`src/rtl/aux_txn_pkg.sv`:
```
package aux_txn_pkg;

  typedef enum logic [2:0] {
    ERR_OK      = 3'd0,
    ERR_BUSY    = 3'd1,
    ERR_NODEV   = 3'd2,
    ERR_TIMEOUT = 3'd3,
    ERR_REMOTE  = 3'd4
  } auxErr_e;

  // strobes from the sequencer control to the datapath
  typedef struct packed {
    logic    latchCmd;
    logic    loadWr;
    logic    captRd;
    logic    setErr;
    auxErr_e errVal;
  } auxStrobe_t;

endpackage

```
`src/rtl/aux_txn_timer.sv`:
```
module aux_txn_timer #(
  parameter int CLK_PER_US = 100,
  parameter int US_W       = 11
) (
  input  logic            clk,
  input  logic            rst_n,
  input  logic            clr,
  output logic [US_W-1:0] usCnt
);
  localparam int DIV_W = (CLK_PER_US > 1) ? $clog2(CLK_PER_US) : 1;
  localparam logic [DIV_W-1:0] DIV_LAST = DIV_W'(CLK_PER_US - 1);

  logic [DIV_W-1:0] divCnt;
  logic             tick;

  assign tick = (divCnt == DIV_LAST);

  always_ff @(posedge clk or negedge rst_n) begin
    if (!rst_n) begin
      divCnt <= '0;
      usCnt  <= '0;
    end else if (clr) begin
      divCnt <= '0;
      usCnt  <= '0;
    end else begin
      divCnt <= tick ? '0 : divCnt + DIV_W'(1);
      if (tick && (usCnt != '1)) usCnt <= usCnt + US_W'(1);
    end
  end
endmodule

```
`src/rtl/aux_txn_dp.sv`:
```
module aux_txn_dp
  import aux_txn_pkg::*;
#(
  parameter int NBYTES = 16,
  parameter int ADDR_W = 20,
  parameter int TYPE_W = 4,
  parameter int CMD_W  = 16,
  localparam int DATA_W = NBYTES * 8,
  localparam int LEN_W  = $clog2(NBYTES + 1),
  localparam int CNT_W  = (NBYTES > 1) ? $clog2(NBYTES) : 1
) (
  input  logic              clk,
  input  logic              rst_n,
  input  auxStrobe_t        strb,
  input  logic [TYPE_W-1:0] cmdType,
  input  logic [ADDR_W-1:0] cmdAddr,
  input  logic [LEN_W-1:0]  cmdLen,
  input  logic [DATA_W-1:0] cmdWrData,
  input  logic [DATA_W-1:0] phyRdData,
  output logic              isRead,
  output logic [CMD_W-1:0]  phyCmd,
  output logic [ADDR_W-1:0] phyAddr,
  output logic [DATA_W-1:0] phyWrData,
  output logic [DATA_W-1:0] rdData,
  output logic [2:0]        errCode
);
  localparam int PAD_W = CMD_W - TYPE_W - CNT_W;

  logic [TYPE_W-1:0] typeQ;
  logic [ADDR_W-1:0] addrQ;
  logic [LEN_W-1:0]  lenQ;
  logic [LEN_W-1:0]  lenM1;
  logic [DATA_W-1:0] wrRawQ;
  logic [DATA_W-1:0] wrBufQ;
  logic [DATA_W-1:0] rdBufQ;
  logic [DATA_W-1:0] wrMasked;
  logic [DATA_W-1:0] rdMasked;
  logic [NBYTES-1:0] keepByte;
  auxErr_e           errQ;

  // byte lanes beyond the requested count are zeroed in both directions
  for (genvar gi = 0; gi < NBYTES; gi++) begin : g_lane
    assign keepByte[gi]          = (lenQ > LEN_W'(gi));
    assign wrMasked[gi*8 +: 8]   = keepByte[gi] ? wrRawQ[gi*8 +: 8]    : 8'h00;
    assign rdMasked[gi*8 +: 8]   = keepByte[gi] ? phyRdData[gi*8 +: 8] : 8'h00;
  end

  always_ff @(posedge clk or negedge rst_n) begin
    if (!rst_n) begin
      typeQ  <= '0;
      addrQ  <= '0;
      lenQ   <= '0;
      wrRawQ <= '0;
      wrBufQ <= '0;
      rdBufQ <= '0;
      errQ   <= ERR_OK;
    end else begin
      if (strb.latchCmd) begin
        typeQ  <= cmdType;
        addrQ  <= cmdAddr;
        lenQ   <= cmdLen;
        wrRawQ <= cmdWrData;
      end
      if (strb.loadWr) wrBufQ <= wrMasked;
      if (strb.captRd) rdBufQ <= rdMasked;
      if (strb.setErr) errQ   <= strb.errVal;
    end
  end

  assign lenM1     = lenQ - LEN_W'(1);
  assign isRead    = typeQ[0];
  assign phyCmd    = {typeQ, {PAD_W{1'b0}}, lenM1[CNT_W-1:0]};
  assign phyAddr   = addrQ;
  assign phyWrData = wrBufQ;
  assign rdData    = rdBufQ;
  assign errCode   = errQ;
endmodule

```
`src/rtl/aux_txn_ctrl.sv`:
```
module aux_txn_ctrl
  import aux_txn_pkg::*;
#(
  parameter int IDLE_TMO_US = 1000,
  parameter int ACK_TMO_US  = 1000,
  parameter int DONE_TMO_US = 1000,
  parameter int GUARD_US    = 400,
  parameter int MAX_TRIES   = 32,
  parameter int ERR_W       = 8,
  parameter int US_W        = 11
) (
  input  logic             clk,
  input  logic             rst_n,
  input  logic             cmdStart,
  input  logic             isRead,
  input  logic             chanBusy,
  input  logic             reqPending,
  input  logic             ownAck,
  input  logic             sinkPresent,
  input  logic             phyComplete,
  input  logic [ERR_W-1:0] phyErrStat,
  input  logic [US_W-1:0]  usCnt,
  output logic             tmrClr,
  output auxStrobe_t       strb,
  output logic             ownReq,
  output logic             chanReset,
  output logic             phyStart,
  output logic             done
);
  localparam int TRY_W = $clog2(MAX_TRIES + 1);
  localparam logic [TRY_W-1:0] LAST_TRY  = TRY_W'(MAX_TRIES - 1);
  localparam logic [US_W-1:0]  IDLE_LIM  = US_W'(IDLE_TMO_US);
  localparam logic [US_W-1:0]  ACK_LIM   = US_W'(ACK_TMO_US);
  localparam logic [US_W-1:0]  DONE_LIM  = US_W'(DONE_TMO_US);
  localparam logic [US_W-1:0]  GUARD_LIM = US_W'(GUARD_US);

  typedef enum logic [3:0] {
    S_IDLE, S_WAIT_IDLE, S_WAIT_ACK, S_SINK, S_RST_ON,
    S_RST_OFF, S_GUARD, S_WAIT_DONE, S_FINISH
  } state_e;

  state_e            state, nxt;
  logic [TRY_W-1:0]  tries;
  logic              attemptFail;

  always_comb begin
    nxt         = state;
    strb        = '0;
    attemptFail = 1'b0;
    case (state)
      S_IDLE: if (cmdStart) begin
        nxt           = S_WAIT_IDLE;
        strb.latchCmd = 1'b1;
      end
      S_WAIT_IDLE: begin
        if (!chanBusy && !reqPending) nxt = S_WAIT_ACK;
        else if (usCnt >= IDLE_LIM) begin
          nxt         = S_FINISH;
          strb.setErr = 1'b1;
          strb.errVal = ERR_BUSY;
        end
      end
      S_WAIT_ACK: begin
        if (ownAck) nxt = S_SINK;
        else if (usCnt >= ACK_LIM) begin
          nxt         = S_FINISH;
          strb.setErr = 1'b1;
          strb.errVal = ERR_BUSY;
        end
      end
      S_SINK: begin
        if (!sinkPresent) begin
          nxt         = S_FINISH;
          strb.setErr = 1'b1;
          strb.errVal = ERR_NODEV;
        end else begin
          nxt         = S_RST_ON;
          strb.loadWr = !isRead;
        end
      end
      S_RST_ON:  nxt = S_RST_OFF;
      S_RST_OFF: nxt = (tries != '0) ? S_GUARD : S_WAIT_DONE;
      S_GUARD:   if (usCnt >= GUARD_LIM) nxt = S_WAIT_DONE;
      S_WAIT_DONE: begin
        // a completion seen in the expiry cycle still counts as a completion
        if (phyComplete) begin
          if (phyErrStat == '0) begin
            nxt         = S_FINISH;
            strb.setErr = 1'b1;
            strb.errVal = ERR_OK;
            strb.captRd = isRead;
          end else if (tries == LAST_TRY) begin
            nxt         = S_FINISH;
            strb.setErr = 1'b1;
            strb.errVal = ERR_REMOTE;
          end else begin
            nxt         = S_RST_ON;
            attemptFail = 1'b1;
          end
        end else if (usCnt >= DONE_LIM) begin
          nxt         = S_FINISH;
          strb.setErr = 1'b1;
          strb.errVal = ERR_TIMEOUT;
        end
      end
      S_FINISH: nxt = S_IDLE;
      default:  nxt = S_IDLE;
    endcase
  end

  always_ff @(posedge clk or negedge rst_n) begin
    if (!rst_n) begin
      state <= S_IDLE;
      tries <= '0;
    end else begin
      state <= nxt;
      if (strb.latchCmd) tries <= '0;
      else if (attemptFail) tries <= tries + TRY_W'(1);
    end
  end

  assign tmrClr    = (nxt != state);
  assign ownReq    = (state inside {S_WAIT_ACK, S_SINK, S_RST_ON, S_RST_OFF, S_GUARD, S_WAIT_DONE});
  assign chanReset = (state == S_RST_ON);
  assign phyStart  = (state == S_WAIT_DONE);
  assign done      = (state == S_FINISH);
endmodule

```
`src/rtl/aux_txn_seq.sv`:
```
module aux_txn_seq
  import aux_txn_pkg::*;
#(
  parameter int CLK_PER_US  = 100,
  parameter int IDLE_TMO_US = 1000,
  parameter int ACK_TMO_US  = 1000,
  parameter int DONE_TMO_US = 1000,
  parameter int GUARD_US    = 400,
  parameter int MAX_TRIES   = 32,
  parameter int NBYTES      = 16,
  parameter int ADDR_W      = 20,
  parameter int ERR_W       = 8,
  localparam int DATA_W = NBYTES * 8,
  localparam int LEN_W  = $clog2(NBYTES + 1)
) (
  input  logic              clk,
  input  logic              rst_n,
  input  logic              cmdStart,
  input  logic [3:0]        cmdType,
  input  logic [ADDR_W-1:0] cmdAddr,
  input  logic [LEN_W-1:0]  cmdLen,
  input  logic [DATA_W-1:0] cmdWrData,
  output logic              done,
  output logic [2:0]        errCode,
  output logic [DATA_W-1:0] rdData,
  input  logic              chanBusy,
  input  logic              reqPending,
  output logic              ownReq,
  input  logic              ownAck,
  input  logic              sinkPresent,
  output logic              chanReset,
  output logic [15:0]       phyCmd,
  output logic [ADDR_W-1:0] phyAddr,
  output logic [DATA_W-1:0] phyWrData,
  output logic              phyStart,
  input  logic              phyComplete,
  input  logic [ERR_W-1:0]  phyErrStat,
  input  logic [DATA_W-1:0] phyRdData
);
  localparam int MAX_A = (IDLE_TMO_US > ACK_TMO_US) ? IDLE_TMO_US : ACK_TMO_US;
  localparam int MAX_B = (DONE_TMO_US > GUARD_US) ? DONE_TMO_US : GUARD_US;
  localparam int MAX_T = (MAX_A > MAX_B) ? MAX_A : MAX_B;
  localparam int US_W  = $clog2(MAX_T + 1) + 1;

  auxStrobe_t      strb;
  logic            tmrClr;
  logic            isRead;
  logic [US_W-1:0] usCnt;

  aux_txn_timer #(.CLK_PER_US(CLK_PER_US), .US_W(US_W)) u_timer (
    .clk(clk), .rst_n(rst_n), .clr(tmrClr), .usCnt(usCnt)
  );

  aux_txn_ctrl #(
    .IDLE_TMO_US(IDLE_TMO_US), .ACK_TMO_US(ACK_TMO_US), .DONE_TMO_US(DONE_TMO_US),
    .GUARD_US(GUARD_US), .MAX_TRIES(MAX_TRIES), .ERR_W(ERR_W), .US_W(US_W)
  ) u_ctrl (
    .clk(clk), .rst_n(rst_n), .cmdStart(cmdStart), .isRead(isRead),
    .chanBusy(chanBusy), .reqPending(reqPending), .ownAck(ownAck),
    .sinkPresent(sinkPresent), .phyComplete(phyComplete), .phyErrStat(phyErrStat),
    .usCnt(usCnt), .tmrClr(tmrClr), .strb(strb), .ownReq(ownReq),
    .chanReset(chanReset), .phyStart(phyStart), .done(done)
  );

  aux_txn_dp #(.NBYTES(NBYTES), .ADDR_W(ADDR_W), .TYPE_W(4), .CMD_W(16)) u_dp (
    .clk(clk), .rst_n(rst_n), .strb(strb), .cmdType(cmdType), .cmdAddr(cmdAddr),
    .cmdLen(cmdLen), .cmdWrData(cmdWrData), .phyRdData(phyRdData), .isRead(isRead),
    .phyCmd(phyCmd), .phyAddr(phyAddr), .phyWrData(phyWrData), .rdData(rdData),
    .errCode(errCode)
  );
endmodule

```
`config.mk`:
```
export PLATFORM = sky130hd
export DESIGN_NAME = aux_txn_seq
export DESIGN_NICKNAME = d
export VERILOG_FILES = /design/src/rtl/aux_txn_pkg.sv /design/src/rtl/aux_txn_timer.sv /design/src/rtl/aux_txn_dp.sv /design/src/rtl/aux_txn_ctrl.sv /design/src/rtl/aux_txn_seq.sv
export SDC_FILE = /design/constraint.sdc
export NUM_CORES = 1
export LEC_CHECK = 0
export ABC_AREA = 1
export BUFFER_PORTS_ARGS = -buffer_cell sky130_fd_sc_hd__buf_2
export CORE_AREA = 3 3 232 234
export DETAILED_ROUTE_END_ITERATION = 6
export DIE_AREA = 0 0 235 237
export SLEW_MARGIN = 20
export SYNTH_ARGS = -nofsm -noshare
export SYNTH_HDL_FRONTEND = slang
export SYNTH_HIERARCHICAL = 1
export SYNTH_SLANG_ARGS = --single-unit
```
`constraint.sdc`:
```
create_clock -name clk -period 4.2 [get_ports clk]
set_input_delay 0.63 -clock clk [delete_from_list [all_inputs] [get_ports clk]]
set_output_delay 0.63 -clock clk [all_outputs]
set_load 0.01 [all_outputs]
```
Word level (Yosys, flattened, before mapping). Cells that the tools add are included.

Flip-flop bits (word level): 444. Latch bits: 0. Bits in writable memories: 0. ROM bits: 0. Bits of input ports: 301. Output and inout port bits: 299. Logic and storage cells: 125. Memories kept: 0.

Add/sub/neg operators: 4. Multipliers: 0. Div/mod/pow operators: 0. Order comparisons: 18. Eq/ne operators: 12. Shifts and indexed selects: 0. Muxes and demuxes: 69. Bitwise operators: 0. Reduce and logical (&&, ||, !) cells: 11.

Operators with widths (number): $mux W8 (32); $mux W4 (17); $gt A5 B4 Y1 const B (8); $pmux W4 S8 (1); $mux W11 (2); $gt A5 B3 Y1 const B (4); $eq A4 B3 Y1 const B (4); $pmux W4 S4 (1); $mux W7 (2); $mux W1 (12); $mux W6 (2); $reduce_bool A6 Y1 (2); $add A11 B1 Y11 const B (1); $ge A11 B10 Y1 const B (1); $ge A11 B9 Y1 const B (1); $ne A11 B11 Y1 const B (1); $gt A5 B1 Y1 const B (2); $gt A5 B2 Y1 const B (2); $eq A4 B2 Y1 const B (2); $logic_not A8 Y1 (1); $add A7 B1 Y7 const B (1); $eq A7 B7 Y1 const B (1); $add A6 B1 Y6 const B (1); $eq A6 B5 Y1 const B (1); 8 further kinds (12).

Logic depth before layout (Yosys ltp).
Word-level depth: 7. Mapped depth: 18. Gate-level depth less buffers: 16.

By module. The synthesis kept the hierarchy.

By module, submodules not included: aux_txn_dp (instances 1, cells an instance 1629, area each 16906.2 um^2, sequential area each 10410.0 um^2); aux_txn_timer (instances 1, cells an instance 133, area each 1042.2 um^2, sequential area each 450.4 um^2); aux_txn_ctrl (instances 1, cells an instance 146, area each 919.6 um^2, sequential area each 250.2 um^2).

Least setup slack after synthesis. No wires, ideal clock.

Kind: input-to-reg. Start point: input reqPending. End point: register u_timer.divCnt[6]. Arrival time: 2.049 ns. Required time: 4.114 ns. Path slack: 2.065 ns. Stages: 12. Buffers on the path: 2. Path through: or2_2 nand3_1 o21ai_0 nand2_1 nand3_1 nor2_1 nand3_1 buf_6 inv_1 buf_6 nand2_1 nor3_1.

Word-level cells in the longest chain between the ends: 6.

RTL lines: start: declaration (line aux_txn_seq.sv:27) `input logic reqPending,`; $logic_not A1 Y1 (line aux_txn_ctrl.sv:56) `if (!chanBusy && !reqPending) nxt = S_WAIT_ACK;`; $logic_and A1 B1 Y1 (line aux_txn_ctrl.sv:56); $mux W4 (line aux_txn_ctrl.sv:56); $pmux W4 S8 (line aux_txn_ctrl.sv:50) `case (state)`; named net u_ctrl.nxt[3] (line aux_txn_ctrl.sv:42) `state_e state, nxt;`; $ne A4 B4 Y1 (line aux_txn_ctrl.sv:122) `assign tmrClr = (nxt != state);`; named net tmrClr (line aux_txn_seq.sv:46) `logic tmrClr;`; $mux W7 (line aux_txn_timer.sv:22) `end else if (clr) begin`; end signal: assignment (line aux_txn_timer.sv:26) `divCnt <= tick ? '0 : divCnt + DIV_W'(1);`; end: declaration (line aux_txn_timer.sv:13) `logic [DIV_W-1:0] divCnt;`.

The timed path passes the listed nets, and every way through them passes these cells. A chain may end at the register's enable or synchronous reset.

==> flow_summary_export.csv <==
group,metric,value,unit
clocking,post-cts-setup-buffers,0,
grt,track_usage,0.2017,
timing,finalSetupTns,0,ns
power,p_leak,12.88,nW
power,pwr_density_cell,627.8,nW/µm²
grt,grt_antenna_before_repair,10,
layout,stdcell_count,3197,
drt,drt_iter0_drc,786,
clocking,cts_max_path_buffers,3,
layout,final_cell_area,23980,µm²
critical_path,cp-start-kind,"flop",
layout,syn_to_final_growth,27.11,%
layout,fin_nets,2772,
status,run_status,"finished, final reports clean",
clocking,cts_root_buf,"clkbuf_16",
placement,dp.cells,3100,
drt,avgRoutedWirePerCell,18.13,µm
clocking,cts.clk_slew.worst_paths,0.06,ns
clocking,cts_buffers,48,
timing,worst_pin_slew,1.042,ns
grt,grt_max_degree,129,
yosys,synth-warning-count,6,
yosys,syn-mean-instance-area,9.889,µm²
timing,clock_skew,0.01046,ns
yosys,netlist_area,18870,µm²
clocking,cts.sink_count,444,
clocking,cts_tree,"done",
drt,drc_errors,0,
layout,layout_common_cells,"nand2_1 (663), buf_2 (590), dfrtp_1 (444)",
drt,ant_nets,0,
yosys,ys_types,39,
yosys,postSynthCellCount,1908,
grt,gr-total-overflow,0,
drt,routed_wl,57950,µm
yosys,netlist.area_leader.share,0.5889,
layout,drive_above_1_share,0.3617,
floorplanning,die_h,237,µm
floorplanning,num_rows,84,
run,maxCapViolCount,0,
layout,n_fill_cell,5023,
floorplanning,die_x,235,µm
floorplanning,ios,600,
timing,grt_setup_unrepaired,"no",
placement,place_congestion,0.8671,
timing,min_period,2.611,ns
critical_path,cp.required,4.64,ns
grt,grt_first_pass_wirelength,90040,µm
timing,hold_violations,0,
yosys,yosysSeqAreaShare,0.5889,
grt,grt_pass1_vias,15580,
placement,dp_hpwl,39800,µm
drt,vias_per_cell,4.844,
critical_path,crit_type,"flop to flop",
floorplanning,coreArea,52240,µm²
hold_path,min_path_type,"input port to asynchronous set/reset pin",
floorplanning,dieArea,55700,µm²
yosys,synthTopCellsByArea,"dfrtp_1 (59%), nand2_1 (13%), mux2_2 (9.3%)",
placement,io_buffer_count,591,
clocking,ctsHoldBuffers,0,
yosys,async_flop_share,1.000,
critical_path,cp.arrival,3.05,ns
power,power,15.06,mW
critical_path,crit_start,"u_ctrl/state[3]",
yosys,yosysTopAreaCell,"dfrtp_1",
timing,slew_headroom,0.3033,
timing,report.final.slew_viol_count,0,
yosys,synth-edff-count,0,
drt,vias,15490,
clocking,cts_resized,0,
yosys,synth_seq_cells,444,
drt,drt_pass1_iterations,6,
floorplanning,start_util,0.3612,
yosys,synthFlopType,"dfrtp_1",
power,ir_worst_vdd,0.3089,mV
timing,final-setup-viol-count,0,
critical_path,end_kind,"flop",
critical_path,worstPathMaxFanout,65,
critical_path,worstReg2RegStart,"u_ctrl/state[3]",
placement,placed_cell_area,22420,µm²
timing,period_share,0.6217,
layout,final_common_cell,"nand2_1",
clocking,clock_latency,0.57,ns
clocking,h-tree-depth,2,
timing,clock.fmax,383.0,MHz
[final timing paths]
kind	endpoint	slack, ns	depth (start not counted)
hold / removal	u_dp/phyAddr[7]	0.19	1
hold reg to reg	u_dp/phyWrData[39]	0.47	2
min in group clk	u_dp/lenQ[4]	0.28	3
max in group asynchronous	u_dp/rdData[43]	3.01	2
setup reg to reg	u_dp/rdData[81]	1.59	9
setup / recovery	u_dp/rdData[81]	1.59	9
[metal layers]
layer,part of all wire,wire [µm],up-vias,GRT usage
li1,-,-,7296,-
met1,0.42,24300,7610,0.2603
met2,0.49,28400,491,0.3364
met3,0.068,3944,84,0.05090
met4,0.022,1290,4,0.05991
met5,0.00040,23,-,0
[cells in the mapped netlist, types with 10 or more instances]
cell type,number
mux2_2,155
nand2_1,663
o21ai_2,20
o21ai_1,10
inv_1,88
nand3b_1,16
nand2_2,12
nand4_1,38
nand3_1,140
buf_4,14
dfrtp_1,444
buf_2,34
buf_1,10
clkbuf_1,45
o21ai_0,98
nor2_1,45
[worst max-delay path, cell delays in order (launching register included)]
cell and delay (ns):
dfrtp_1 0.46, nor2_4 0.20, inv_2 0.08, nor2_8 0.14, nand2_1 0.09, nor3b_2 0.38, inv_4 0.32, buf_4 0.49
nand2_1 0.20, o21ai_2 0.07
[through the flow]
step / hold WS, ns / utilization / setup slack (ns)
finish: 0.1880 / 0.4591 / 1.589
CTS: 0.2055 / 0.4587 / 1.549
floorplan: 0.3344 / - / 2.065
global placement: 0.4591 / 0.4293 / 1.361
detailed placement: 0.4600 / 0.4293 / 1.283
global route: 0.2309 / 0.4590 / 1.330
[logic make-up (layout without fill, tap and decap cells)]
logic type / count (synthesis) / count (layout) / synth area share
and+or+nand+nor: 946 / 946 / 0.2175
DFF: 444 / 444 / 0.5889
muxes: 155 / 155 / 0.09251
other: 1 / 18 / 0.0001987
xor gates and xnor gates: 9 / 9 / 0.004178
adders and majority gates: 9 / 9 / 0.005968
AOI/OAI and AO/OA: 137 / 137 / 0.04171
buffers and inverters: 207 / 791 / 0.04907
[flip-flops by register name, summed over array words and instances, names as in the netlist]
| register | count |
|---|---|
| u_dp/wrRawQ | 128 |
| u_ctrl/state | 4 |
| u_dp/rdData | 128 |
| u_dp/lenQ | 5 |
| u_dp/typeQ | 4 |
| u_ctrl/tries | 6 |
| u_dp/errCode | 3 |
| u_dp/phyAddr | 20 |
| u_timer/divCnt | 7 |
| u_timer/usCnt | 11 |
| u_dp/phyWrData | 128 |
[final cells by class]
cell class                      count  area, µm²  area share
Timing Repair Buffer              607       3201      0.1335
Clock inverter                     12      120.1    0.005008
Sequential cell                   444      11110      0.4633
Multi-Input combinational cell   1264       6870      0.2865
Inverter                           97      381.6     0.01591
Tap cell                          688      860.8     0.03589
Clock buffer                       75       1414     0.05895
Antenna cell                       10      25.02    0.001043
[power breakdown]
part | switching (mW) | leakage (nW) | internal [mW]
clock | 1.73 | 0.754 | 2.43
combinational | 2.78 | 6.35 | 1.82
sequential | 0.731 | 5.78 | 5.56
Power figures use the tool's default switching activity.
